===== src/rtl/swc_pkg.sv =====
package swc_pkg;
  typedef enum logic [1:0] {
    CAUSE_NONE  = 2'd0,
    CAUSE_ENTRY = 2'd1,
    CAUSE_HELD  = 2'd2,
    CAUSE_EVENT = 2'd3
  } cause_e;

  localparam logic KIND_IRQ = 1'b0;
  localparam logic KIND_EVT = 1'b1;
endpackage


===== src/rtl/swc_irq_gate.sv =====
module swc_irq_gate #(
  parameter int N_LINES = 8,
  parameter int PRIO_W  = 3
) (
  input  logic [N_LINES-1:0]        line_pend,
  input  logic [N_LINES-1:0]        line_en,
  input  logic [N_LINES*PRIO_W-1:0] line_prio,
  input  logic [PRIO_W:0]           exec_prio,
  input  logic [PRIO_W-1:0]         mask_lvl,
  output logic                      any_ok
);
  localparam int TW = PRIO_W + 1;

  logic [TW-1:0]      thr;
  logic [N_LINES-1:0] ok;

  // The mask level only tightens the threshold, never loosens it.
  always_comb begin
    if (mask_lvl != '0 && {1'b0, mask_lvl} < exec_prio)
      thr = {1'b0, mask_lvl};
    else
      thr = exec_prio;
  end

  for (genvar i = 0; i < N_LINES; i++) begin : g_line
    assign ok[i] = line_pend[i] & line_en[i] &
                   ({1'b0, line_prio[i*PRIO_W +: PRIO_W]} < thr);
  end

  assign any_ok = |ok;
endmodule


===== src/rtl/swc_evt_latch.sv =====
module swc_evt_latch #(
  parameter int N_LINES = 8
) (
  input  logic               clk,
  input  logic               rst,
  input  logic [N_LINES-1:0] line_pend,
  input  logic               sev_on_pend,
  input  logic               ext_evt,
  input  logic               sw_evt,
  input  logic               clr_all,
  input  logic               clr_reg,
  output logic               evt_in,
  output logic               evt_q
);
  logic [N_LINES-1:0] pend_q;
  logic               new_pend;

  assign new_pend = |(line_pend & ~pend_q);
  assign evt_in   = ext_evt | sw_evt | (sev_on_pend & new_pend);

  always_ff @(posedge clk) begin
    if (rst) begin
      pend_q <= '0;
      evt_q  <= 1'b0;
    end else begin
      pend_q <= line_pend;
      if (clr_all)
        evt_q <= 1'b0;
      else
        evt_q <= evt_in | (evt_q & ~clr_reg);
    end
  end
endmodule


===== src/rtl/sleep_wake_ctrl.sv =====
module sleep_wake_ctrl
  import swc_pkg::*;
#(
  parameter int N_LINES = 8,
  parameter int PRIO_W  = 3
) (
  input  logic                      clk,
  input  logic                      rst,
  input  logic                      sleep_req,
  input  logic                      sleep_kind,
  input  logic [N_LINES-1:0]        line_pend,
  input  logic [N_LINES-1:0]        line_en,
  input  logic [N_LINES*PRIO_W-1:0] line_prio,
  input  logic [PRIO_W:0]           exec_prio,
  input  logic [PRIO_W-1:0]         mask_lvl,
  input  logic                      gmask,
  input  logic                      sev_on_pend,
  input  logic                      ext_evt,
  input  logic                      sw_evt,
  output logic                      asleep,
  output logic                      wake,
  output logic [1:0]                wake_cause,
  output logic                      evt_flag
);
  logic   irq_ok, evt_in, evt_q;
  logic   asleep_q, kind_q, wake_q;
  cause_e cause_q, cause_d;
  logic   wake_irq, wake_evt, wake_now, skip, clr_all;

  swc_irq_gate #(.N_LINES(N_LINES), .PRIO_W(PRIO_W)) u_gate (
    .line_pend (line_pend),
    .line_en   (line_en),
    .line_prio (line_prio),
    .exec_prio (exec_prio),
    .mask_lvl  (mask_lvl),
    .any_ok    (irq_ok)
  );

  swc_evt_latch #(.N_LINES(N_LINES)) u_evt (
    .clk         (clk),
    .rst         (rst),
    .line_pend   (line_pend),
    .sev_on_pend (sev_on_pend),
    .ext_evt     (ext_evt),
    .sw_evt      (sw_evt),
    .clr_all     (clr_all),
    .clr_reg     (skip),
    .evt_in      (evt_in),
    .evt_q       (evt_q)
  );

  assign wake_irq = asleep_q & irq_ok;
  assign wake_evt = asleep_q & (kind_q == KIND_EVT) & (evt_q | evt_in);
  assign wake_now = wake_irq | wake_evt;
  assign skip     = sleep_req & ~asleep_q & (sleep_kind == KIND_EVT) & evt_q;
  assign clr_all  = asleep_q & (kind_q == KIND_EVT) & wake_now;

  always_comb begin
    if (!wake_now)     cause_d = CAUSE_NONE;
    else if (wake_irq) cause_d = gmask ? CAUSE_HELD : CAUSE_ENTRY;
    else               cause_d = CAUSE_EVENT;
  end

  always_ff @(posedge clk) begin
    if (rst) begin
      asleep_q <= 1'b0;
      kind_q   <= KIND_IRQ;
      wake_q   <= 1'b0;
      cause_q  <= CAUSE_NONE;
    end else begin
      wake_q  <= wake_now;
      cause_q <= cause_d;
      if (wake_now) begin
        asleep_q <= 1'b0;
      end else if (sleep_req && !asleep_q && !skip) begin
        asleep_q <= 1'b1;
        kind_q   <= sleep_kind;
      end
    end
  end

  assign asleep     = asleep_q;
  assign wake       = wake_q;
  assign wake_cause = cause_q;
  assign evt_flag   = evt_q;
endmodule


===== config.mk =====
export PLATFORM = sky130hd
export DESIGN_NAME = sleep_wake_ctrl
export DESIGN_NICKNAME = d
export VERILOG_FILES = /design/src/rtl/swc_pkg.sv /design/src/rtl/swc_irq_gate.sv /design/src/rtl/swc_evt_latch.sv /design/src/rtl/sleep_wake_ctrl.sv
export SDC_FILE = /design/constraint.sdc
export NUM_CORES = 1
export LEC_CHECK = 0
export BUFFER_PORTS_ARGS = -buffer_cell sky130_fd_sc_hd__buf_2
export CAP_MARGIN = 20
export CELL_PAD_IN_SITES_DETAIL_PLACEMENT = 1
export CELL_PAD_IN_SITES_GLOBAL_PLACEMENT = 2
export CORE_MARGIN = 1.5
export CORE_UTILIZATION = 25
export DETAILED_ROUTE_END_ITERATION = 7
export PLACE_DENSITY = 0.82
export SKIP_LAST_GASP = 1
export SYNTH_ARGS = -nofsm -noshare
export SYNTH_HDL_FRONTEND = slang
export SYNTH_SLANG_ARGS = --single-unit

===== constraint.sdc =====
create_clock -name clk -period 4.7 [get_ports clk]
set_clock_uncertainty 0.1 [all_clocks]
set_input_delay 0.94 -clock clk [delete_from_list [all_inputs] [get_ports clk]]
set_output_delay 0.94 -clock clk [all_outputs]
set_load 0.005 [all_outputs]

Word level (Yosys, flattened, before mapping):

Cells that the tools add are included.

* register bits after elaboration: 14
* logic and storage cells: 65
* input port bits: 55
* output and inout port bits: 5

* magnitude comparators: 9
* reduce and logical (&&, ||, !) cells: 12
* mux-type cells: 3
* bitwise gates (word level): 35

Operator list (number)
* $lt 3x4->1: 9
* $and 1x1->1: 25
* $reduce_or 8->1: 2
* $and 8x8->8: 1
* $not 8->8: 1
* $reduce_or 2->1: 3
* $or 1x1->1: 5
* $mux 2: 2
* $mux 4: 1
* $logic_and 1x1->1: 3
* $not 1->1: 3
* $reduce_bool 3->1: 1
* $logic_not 1->1: 2
* $reduce_and 2->1: 1

Longest topological paths before layout:

* depth in word-level cells: 10
* gate-level depth with buffers: 13

By module:

From an unflattened synthesis, not the netlist that was laid out.

* cell total of the unflattened synthesis: 151
* area, all modules: 1214.9 sq um

Modules (own cells, without submodules)
* swc_irq_gate: instances 1, cells each 94, area an instance 678.2 sq um
* swc_evt_latch: instances 1, cells each 35, area an instance 307.8 sq um
* sleep_wake_ctrl: instances 1, cells each 22, area an instance 229.0 sq um

Worst setup path after synthesis:

OpenSTA, ideal clock, no wires.

* path kind: input -> register
* start point: in exec_prio[1]
* end point: reg cause_q[0], in the netlist wake_cause[0]
* setup time: 0.123 ns
* data arrival time: 3.694 ns
* path slack: 0.783 ns
* cell stages on the path: 13
* cell sequence: inv_1 -> ha_1 -> a21o_1 -> a21oi_1 -> o21ai_0 -> mux2i_1 -> ha_1 -> a21oi_1 -> o2111ai_1 -> o221ai_1 -> a2111oi_4 -> nand4_2 -> mux2_1

* word-level cells in the longest chain between the ends: 10
* elaborated cells on any way between the ends: 25

RTL lines
* start: declaration: line sleep_wake_ctrl.sv:14 `input logic [PRIO_W:0] exec_prio,`
* $lt 3x4->1: line swc_irq_gate.sv:19 `if (mask_lvl != '0 && {1'b0, mask_lvl} < exec_prio)`
* $logic_and 1x1->1: line swc_irq_gate.sv:19
* $mux 4 *: line swc_irq_gate.sv:19
* $lt 3x4->1: line swc_irq_gate.sv:27 `({1'b0, line_prio[i*PRIO_W +: PRIO_W]} < thr);`
* $and 1x1->1: line swc_irq_gate.sv:26 `assign ok[i] = line_pend[i] & line_en[i] &`
* $reduce_or 8->1 *: line swc_irq_gate.sv:30 `assign any_ok = |ok;`
* $and 1x1->1 *: line sleep_wake_ctrl.sv:52 `assign wake_irq = asleep_q & irq_ok;`
* $or 1x1->1: line sleep_wake_ctrl.sv:54 `assign wake_now = wake_irq | wake_evt;`
* $not 1->1 (no line)
* $reduce_or 2->1 (no line)
* end signal: assignment: line sleep_wake_ctrl.sv:72 `cause_q <= cause_d;`
* end: declaration: line sleep_wake_ctrl.sv:27 `cause_e cause_q, cause_d;`

Every way passes the cells marked *; elsewhere a longest branch is shown, timed or not.
A chain may end at the register's enable or synchronous reset.

Worst setup path in the final report:

* start point: in mask_lvl[1]
* end point: reg cause_q[0], in the netlist wake_cause[0]

* word-level cells in the longest chain between the ends: 10
* elaborated cells on any way between the ends: 26

RTL lines
* start: declaration: line sleep_wake_ctrl.sv:15 `input logic [PRIO_W-1:0] mask_lvl,`
* $lt 3x4->1 or $reduce_bool 3->1 (tied branches): line swc_irq_gate.sv:19
* $logic_and 1x1->1: line swc_irq_gate.sv:19
* $mux 4 *: line swc_irq_gate.sv:19
* $lt 3x4->1: line swc_irq_gate.sv:27
* $and 1x1->1: line swc_irq_gate.sv:26
* $reduce_or 8->1 *: line swc_irq_gate.sv:30
* $and 1x1->1 *: line sleep_wake_ctrl.sv:52
* $or 1x1->1: line sleep_wake_ctrl.sv:54
* $not 1->1 (no line)
* $reduce_or 2->1 (no line)

Marks and branches as above.

==> results by group <==
Drt
  • Drt wl/cell: 13.7 µm
  • Vias: ~1,300
  • Vias per Instance: ~4.8
  • Residual DRC: 0
  • Final wirelength: 3.81 mm
  • Antenna Violating Nets Remaining: 0
  • Initial DRC count: 50
  • Pre-antenna DRT Iters: 4

Power
  • LEAKAGE: 0.824 nW
  • Peak VDD IR: roughly 0.089 mV
  • Power per cell area: 231 mW/mm²

Setup path
  • CP max FO: 8
  • R2r setup slk: 2670 ps
  • Crit path DAT: slightly below 4000 ps
  • CP required: 4730 ps
  • CP Capture Type: flip-flop
  • CP Class: input pin to flip-flop
  • Startpoint Class: input pin

Synthesis
  • Distinct cell type count after synthesis: 41
  • Cells after synthesis: roughly 150
  • Post-Syn Area: about 0.0012 mm²
  • Top_reg_cell synth: dfxtp_1
  • Yosys warnings: 0
  • Sequential-to-total area share from yosys stat: 0.229
  • Syn Nets: 220
  • Mean post-synth cell area: 8.32 µm²
  • Post-synth EDFFs: 0
  • Seq cells post-synth: 14
  • Async set-or-reset flop fraction in the synthesized netlist: 0

STA
  • Setup TNS: 0 ps
  • Maximum clock rate: 260 MHz
  • Final Max Tran Viols: 0
  • RSZ-0062 raised after global routing: no
  • Setup WS post-layout: 857 ps
  • Worst slew pin tran: 587 ps
  • Setup Viol. Count Final: 0
  • Slew HR: 0.607
  • Post-layout min period: 3840 ps
  • Fin crit share: 0.818
  • Fin. Hold Viols: 0

GRT
  • Vias in the first global route: 1,389
  • Largest net degree at the start of global routing: 13
  • First-pass GRT wire length: 6.27 mm
  • Congestion Overflow GR: 0
  • All-layer global routing usage: 0.148
  • Initial antenna violation count: 0

Clock tree
  • Post-CTS Setup Bufs: 0
  • CTS Buf Count: 3
  • Worst-path clk slew: 60 ps
  • CTS tree: yes
  • CTS resizes: 0
  • H-tree depth: 1
  • Clock root cell: clkbuf_8
  • Hold Buf Count CTS: 0
  • Total clock sinks: 14
  • Worst skew pair latency: approximately 240 ps
  • Clock Tree Buf Depth: 2

Die
  • Starting Density: 0.259
  • Die Area: 0.00532 mm²
  • IO Pins: 60
  • Core area: roughly 0.0047 mm²
  • Row count: 25
  • Die Y: around 73 µm
  • Die width: 72.9 µm

Run status
  • Status: finished, final reports clean

Place
  • I/O Buffers: 59
  • Detail Placement HPWL: ~3.3 mm
  • Pre-CTS setup slack: 607 ps
  • Gpl congestion: 0.757
  • Cell Count Post-Placement: 274

Finish
  • Final #Nets: 285
  • Post-Layout Cell Count: about 280
  • Layout cells sized above 1: 0.351
  • Most frequent cells in the layout: buf_2 (59), ha_1 (18), a21oi_1 (15), nor2_1 (15), dfxtp_1 (14)
  • N_diodes: 0
  • Area growth, synth to finish: 36.4%
  • Commonest non-fill, non-tap cell in the layout: buf_2

Flow run
  • Max-cap violations: 0

Min path
  • Hold Path Class: flip-flop to flip-flop
[power by group]
group,total (W),switching [W],internal (W)
clock network,0.000115,0.0000405,0.0000741
logic,0.000142,0.0000734,0.0000683
registers,0.000130,0.00000409,0.000126
[critical path: stages]
cell	delay, ps
buf_2	150
ha_1	290
a21o_1	110
a21oi_1	50
o21ai_0	320
mux2i_1	130
buf_4	190
ha_1	310
o21a_1	130
nor3_1	50
a2111o_1	430
a2111oi_4	210
nand4_2	200
mux2_1	350
[per-layer routing]
metal  track usage  wire length, µm
met4        0.0189                0
met3        0.0249              181
met1         0.212             1860
met2         0.240             1770
met5             0                0
[metrics by stage]
stage | util | total power (W) | instance area, µm² | hold WS (ps)
after floorplan | - | 0.000218 | 1220 | 353
after global placement | 0.341 | 0.000272 | 1610 | 404
after detailed placement | 0.341 | 0.000275 | 1610 | 408
after CTS | 0.353 | 0.000392 | 1670 | 416
after global routing | 0.353 | 0.000416 | 1670 | 455
final | 0.353 | 0.000386 | 1670 | 408
[kinds of logic after synthesis]
kind of cell | synth area share
and+or+nand+nor | 0.217
AOI/OAI and AO/OA | 0.292
adders and majority gates | 0.184
buffers and inverters | 0.0430
DFF | 0.229
muxes | 0.0348
[layout make-up]
| class | count | area, µm² |
|---|---|---|
| tap | 67 | 83.8 |
| timing repair buffer | 61 | 310 |
| inverter | 13 | 48.8 |
| multi-input combinational | 119 | 890 |
| fill | 589 | 3060 |
| sequential | 14 | 280 |
| clock buffer | 4 | 55.1 |
[final timing paths]
check | from | endpoint | cells past startpoint
worst min-delay path | kind_q | u_evt.evt_q | 1
worst max-delay path | mask_lvl[1] | wake_cause[0] | 14
worst max register to register | u_evt.pend_q[0] | wake_cause[0] | 5
worst min register to register | kind_q | u_evt.evt_q | 1
[synthesized netlist by cell type (3+ instances only)]
cell,number,area [µm²]
o21ai_0,5,25.0
o22ai_1,5,31.3
o21a_1,4,30.0
ha_1,18,225
nor3_1,7,35.0
a21oi_1,15,75.1
inv_1,12,45.0
dfxtp_1,14,280
nor2_1,15,56.3
nand2_1,12,45.0
nand3_1,3,15.0
[sequential cells by signal, indices dropped and copies added, names as in the netlist]
name,flops
u_evt.evt_q,1
asleep,1
kind_q,1
wake_cause,2
wake,1
u_evt.pend_q,8
No activity file was read; power rests on OpenSTA's default activity.
